[config.mk]
export PLATFORM = sky130hd
export DESIGN_NAME = soe_thread_sel
export DESIGN_NICKNAME = d
export VERILOG_FILES = /design/src/rtl/soe_pkg.sv /design/src/rtl/soe_ctx_state.sv /design/src/rtl/soe_tmo_ctr.sv /design/src/rtl/soe_event_arb.sv /design/src/rtl/soe_thread_sel.sv
export SDC_FILE = /design/constraint.sdc
export NUM_CORES = 1
export LEC_CHECK = 0
export CAP_MARGIN = 20
export CELL_PAD_IN_SITES_DETAIL_PLACEMENT = 0
export CELL_PAD_IN_SITES_GLOBAL_PLACEMENT = 1
export CORE_ASPECT_RATIO = 0.9
export CORE_UTILIZATION = 38
export CTS_CLUSTER_SIZE = 30
export DETAILED_ROUTE_END_ITERATION = 10
export PLACE_DENSITY_LB_ADDON = 0.1
export SLEW_MARGIN = 10
export SYNTH_ARGS = -nofsm -noshare
export SYNTH_HDL_FRONTEND = slang
export SYNTH_HIERARCHICAL = 1
export SYNTH_SLANG_ARGS = --single-unit
[constraint.sdc]
create_clock -name clk -period 4.6 [get_ports clk]
set_clock_uncertainty 0.2 [all_clocks]
set_input_delay 1.38 -clock clk [delete_from_list [all_inputs] [get_ports clk]]
set_output_delay 1.38 -clock clk [all_outputs]
set_load 0.01 [all_outputs]
[src/rtl/soe_pkg.sv]
`timescale 1ns/1ps
package soe_pkg;

    localparam int NUM_CTX = 2;

    typedef logic tid_t;
    typedef logic [NUM_CTX-1:0] ctx_vec_t;

    typedef enum logic [2:0] {
        CAUSE_NONE   = 3'd0,
        CAUSE_MISS   = 3'd1,
        CAUSE_SLEEP  = 3'd2,
        CAUSE_SYNC   = 3'd3,
        CAUSE_HINT   = 3'd4,
        CAUSE_TMO    = 3'd5,
        CAUSE_RESUME = 3'd6
    } cause_e;

    typedef struct packed {
        logic miss;
        logic sleep;
        logic sync;
        logic hint;
        logic tmo;
        logic resume;
    } evt_t;

    function automatic tid_t peer_of(tid_t t);
        return ~t;
    endfunction

    function automatic ctx_vec_t tid_mask(tid_t t);
        return ctx_vec_t'(1) << t;
    endfunction

    // Highest-priority event wins; all others in the same cycle are dropped.
    function automatic cause_e rank_cause(evt_t e);
        if (e.miss)        return CAUSE_MISS;
        else if (e.sleep)  return CAUSE_SLEEP;
        else if (e.sync)   return CAUSE_SYNC;
        else if (e.hint)   return CAUSE_HINT;
        else if (e.tmo)    return CAUSE_TMO;
        else if (e.resume) return CAUSE_RESUME;
        else               return CAUSE_NONE;
    endfunction

endpackage

[src/rtl/soe_ctx_state.sv]
`timescale 1ns/1ps
module soe_ctx_state
    import soe_pkg::*;
(
    input  logic     clk,
    input  logic     rst,
    input  ctx_vec_t set_wait,
    input  ctx_vec_t set_sleep,
    input  ctx_vec_t data_ret,
    input  ctx_vec_t wake,
    output ctx_vec_t rdy
);

    for (genvar t = 0; t < NUM_CTX; t++) begin : g_ctx
        logic wait_q;
        logic sleep_q;

        // A new mark wins over a release strobe in the same cycle.
        always_ff @(posedge clk) begin
            if (rst) begin
                wait_q  <= 1'b0;
                sleep_q <= 1'b0;
            end else begin
                wait_q  <= set_wait[t]  | (wait_q  & ~data_ret[t]);
                sleep_q <= set_sleep[t] | (sleep_q & ~wake[t]);
            end
        end

        assign rdy[t] = ~(wait_q | sleep_q);
    end

endmodule

[src/rtl/soe_tmo_ctr.sv]
`timescale 1ns/1ps
module soe_tmo_ctr #(
    parameter int CNT_W = 16
) (
    input  logic             clk,
    input  logic             rst,
    input  logic             clr,
    input  logic [CNT_W-1:0] limit,
    output logic             expired
);

    localparam logic [CNT_W-1:0] CNT_MAX = '1;

    logic [CNT_W-1:0] cnt_q;

    // Counts cycles since the last switch and saturates, so a timeout
    // held off by an unready peer stays pending.
    always_ff @(posedge clk) begin
        if (rst || clr) begin
            cnt_q <= '0;
        end else if (cnt_q != CNT_MAX) begin
            cnt_q <= cnt_q + CNT_W'(1);
        end
    end

    assign expired = (limit != '0) && (cnt_q >= limit);

endmodule

[src/rtl/soe_event_arb.sv]
`timescale 1ns/1ps
module soe_event_arb
    import soe_pkg::*;
(
    input  evt_t   evt,
    input  logic   peer_rdy,
    output logic   fire,
    output cause_e cause,
    output logic   want_wait,
    output logic   want_sleep
);

    assign cause      = rank_cause(evt);
    assign fire       = (cause != CAUSE_NONE) && peer_rdy;
    // Marks apply even when no switch is possible.
    assign want_wait  = evt.miss;
    assign want_sleep = evt.sleep && !evt.miss;

endmodule

[src/rtl/soe_thread_sel.sv]
`timescale 1ns/1ps
module soe_thread_sel
    import soe_pkg::*;
#(
    parameter int CNT_W = 16
) (
    input  logic             clk,
    input  logic             rst,
    input  logic             miss_i,
    input  logic             hint_i,
    input  logic             sync_fault_i,
    input  logic             sleep_req_i,
    input  logic [1:0]       data_ret_i,
    input  logic [1:0]       wake_i,
    input  logic [CNT_W-1:0] tmo_limit_i,
    output logic             active_o,
    output logic             flush_o,
    output logic [2:0]       cause_o,
    output logic [1:0]       ready_o,
    output logic             idle_o
);

    tid_t     act_q;
    logic     flush_q;
    cause_e   cause_q;

    ctx_vec_t rdy;
    ctx_vec_t set_wait;
    ctx_vec_t set_sleep;
    logic     act_rdy;
    logic     peer_rdy;
    logic     run;
    logic     expired;
    logic     fire;
    logic     want_wait;
    logic     want_sleep;
    cause_e   arb_cause;
    evt_t     evt;

    assign act_rdy  = rdy[act_q];
    assign peer_rdy = rdy[peer_of(act_q)];
    // The active context issues only when ready and not being flushed.
    assign run      = !flush_q && act_rdy;

    always_comb begin
        evt.miss   = run && miss_i;
        evt.sleep  = run && sleep_req_i;
        evt.sync   = run && sync_fault_i;
        evt.hint   = run && hint_i;
        evt.tmo    = run && expired;
        evt.resume = !flush_q && !act_rdy && peer_rdy;
    end

    soe_event_arb u_arb (
        .evt        (evt),
        .peer_rdy   (peer_rdy),
        .fire       (fire),
        .cause      (arb_cause),
        .want_wait  (want_wait),
        .want_sleep (want_sleep)
    );

    assign set_wait  = want_wait  ? tid_mask(act_q) : '0;
    assign set_sleep = want_sleep ? tid_mask(act_q) : '0;

    soe_ctx_state u_ctx (
        .clk       (clk),
        .rst       (rst),
        .set_wait  (set_wait),
        .set_sleep (set_sleep),
        .data_ret  (data_ret_i),
        .wake      (wake_i),
        .rdy       (rdy)
    );

    soe_tmo_ctr #(
        .CNT_W (CNT_W)
    ) u_tmo (
        .clk     (clk),
        .rst     (rst),
        .clr     (flush_q),
        .limit   (tmo_limit_i),
        .expired (expired)
    );

    // Switch sequence: event cycle -> flush cycle -> new ID.
    always_ff @(posedge clk) begin
        if (rst) begin
            act_q   <= 1'b0;
            flush_q <= 1'b0;
            cause_q <= CAUSE_NONE;
        end else if (flush_q) begin
            act_q   <= peer_of(act_q);
            flush_q <= 1'b0;
        end else if (fire) begin
            flush_q <= 1'b1;
            cause_q <= arb_cause;
        end
    end

    assign active_o = act_q;
    assign flush_o  = flush_q;
    assign cause_o  = cause_q;
    assign ready_o  = rdy;
    assign idle_o   = !act_rdy;

endmodule

==> metrics.txt <==
Layout area overhead 24.3%; cell chain of the critical path clkdlybuf4s50_1 -> inv_1 -> ha_1 -> nand4_1 -> or3_1 -> a221oi_1 -> o41a_1 -> nor3b_2 -> nor3_1 -> a21boi_0 -> nor2b_1 -> o21ai_0; Final Slew Violations 0; Synth warnings 6; delay contributed by the slowest stage of the critical path roughly 500 ps; clock network latency to the later pin of the worst-skew pair 270 ps; Detailed Routing Iterations Pass 1 4; final hold violation count 0; average vias per placed instance about 5.2; diode count 0; overall die width approximately 74 microns; number of design rule violations left after detail routing 0; setup repair after global routing missed its margin no; number of global-route vias before repair roughly 1500; Fmax between 200 and 250 MHz; power density over the cells 342 nW/um^2; overall die area about 5000 sq um; TritonCTS clock tree yes; critical setup path kind in -> reg; proportion of synthesized chip area in sequential cells between 20 and 30%; drt wl/cell around 14 microns; post-route antenna net violation count 0; data arrival time of the critical path 4130 ps; reg2reg setup slack roughly 1700 ps; Post-synth top flop dfxtp_1; I/O pin total 34; final core utilization 49.5%; worst-case clock buffer depth 2; fraction of final layout cells sized beyond drive strength 1 between 7 and 8%; Synth Area per Inst approximately 8.4 sq um; crit path max fanout 4; fin worst setup slack ~420 ps; Multi-input gate area 1160 sq um; wire length of the first global-routing pass around 6.8 mm; area of the core between 4000 and 5000 sq um; period utilization about nine tenths; Global Route Usage Sum between 10% and 20%; initial detailed-routing violation count 50; most used cells in the layout excluding fill and tap cells 33 x clkdlybuf4s50_1, 25 x dfxtp_1, 25 x inv_1; sum of negative setup slack 0 ps; #FFs+latches synth 25; register cell area after layout ~500 sq um; kind of start point of the critical path primary input; Cells after DPL about 310; relative slew slack about two fifths; Crit-path slowest cell clkdlybuf4s50_1; vias post-DR ~1600; clock edge transition at the registers on the reported setup and hold paths 90 ps; Setup crit end kind register; worst-case reg-to-reg path depth 10; number of sinks on the clock net 25; gr ovfl total 0; fraction of synthesis flops using an asynchronous set or reset pin 0%; RD Place Congestion 0.751; Worst Hold Path Cells 2; Std-Cell Rows 23; Leakage 0.889 nW; final setup fails 0; Min Hold Slack roughly 280 ps; Syn Std Cell Area roughly 1800 sq um; Finished Cell Area around 2200 sq um; path type of the worst min-delay path reg -> reg; clock tree root buffer cell clkbuf_8; number of buffers inserted by port buffering 33; Final nets slightly below 300; count of non-filler cells in the finished layout 310; post-synthesis net count ~260; actual slew at the worst max-slew pin a little under 900 ps; antenna violations before repair 0; fillers 459; total CTS buffers 3; most common cell after layout, fill and taps aside clkdlybuf4s50_1; placed standard-cell area 2170 sq um; CTS H-tree lvls 1; sum of net half-perimeters after detailed placement ~3.2 mm; total setup buffers inserted after CTS 0; largest net degree at the start of global routing 19; required time reported for the critical path endpoint 4550 ps; Total Wirelength 4.22 mm; peak supply drop between 200 and 300 uV; run status completed; clock period minus worst slack between 4000 and 5000 ps; initial cell density of the core between 30% and 40%; vertical extent of the die 67.1 microns; setup slack after placement about 58 ps; Unique masters post-synth 54; Post-synth EDFFs 0; Pwr Total about 760 uW; number of maximum-capacitance violations 0; number of standard cells after synthesis 214
-- layer usage --
layer	vias up	part of all wire, %	wire, microns	global-route usage, %
met1	721	51	2130	23.5
met4	0	0.24	10	2.83
met3	2	5.3	222	3.18
met5	-	0	0	0
met2	40	44	1850	30.8
li1	859	-	-	-
-- cell usage after synthesis (3+ instances only) --
cell type	n	share of area [%]
nand2_1	8	1.7
nand4_1	7	2.4
nand3_1	8	2.2
a21oi_1	18	5.0
nand2b_1	7	2.4
nor3b_1	5	2.1
nand4bb_1	3	1.9
or3_1	7	2.4
o21ai_1	4	1.1
nor4_1	5	1.7
ha_1	17	12
nor3_1	4	1.1
dfxtp_1	25	28
o21ai_0	6	1.7
nor2b_1	4	1.4
nor2_1	10	2.1
inv_1	25	5.2
-- report_power, final --
group	total, mW	internal, mW	switching (mW)
logic	0.334	0.178	0.156
clock network	0.133	0.0620	0.0712
registers	0.293	0.247	0.0452
-- state kept, by name, indices dropped and copies added, names as in the netlist --
signal,count
u_ctx/g_ctx.sleep_q,2
u_ctx/g_ctx.wait_q,2
cause_o,3
active_o,1
u_tmo/cnt_q,16
flush_o,1
-- kinds of logic after synthesis --
logic type,synth area share [%]
XOR/XNOR,1.47
buffers and inverters,7.42
flip-flops,28.0
multiplexers,1.75
adder cells (fa/ha/maj),11.9
AND/OR/NAND/NOR,32.1
AO/OA/AOI/OAI,17.4
-- area by class of cell --
cell class                      count  area share, %
Clock buffer                        4           2.03
Tap cell                           62           3.49
Inverter                           25           4.22
Multi-Input combinational cell    159           52.2
Timing Repair Buffer               35           15.5
Sequential cell                    25           22.5
-- worst paths after layout --
check,start,to
worst max register to register,u_tmo/cnt_q[13],cause_o[2]
worst max-delay path,tmo_limit_i[15],cause_o[2]
worst min-delay path,cause_o[2],cause_o[2]
worst min register to register,cause_o[2],cause_o[2]
-- critical path, delay by kind of cell --
family / cells / cell delay, ps
AO/OA/AOI/OAI: 4 / 780
adder cells (fa/ha/maj): 1 / 310
buffers and inverters: 2 / 540
AND/OR/NAND/NOR: 5 / 1120
-- timing repair --
item | 4_1_cts | 5_1_grt
setup endpoints to repair | 0 | 2
gates resized for setup | 0 | 1
hold buffers | 0 | 0
(Power assumes the default switching activity.)
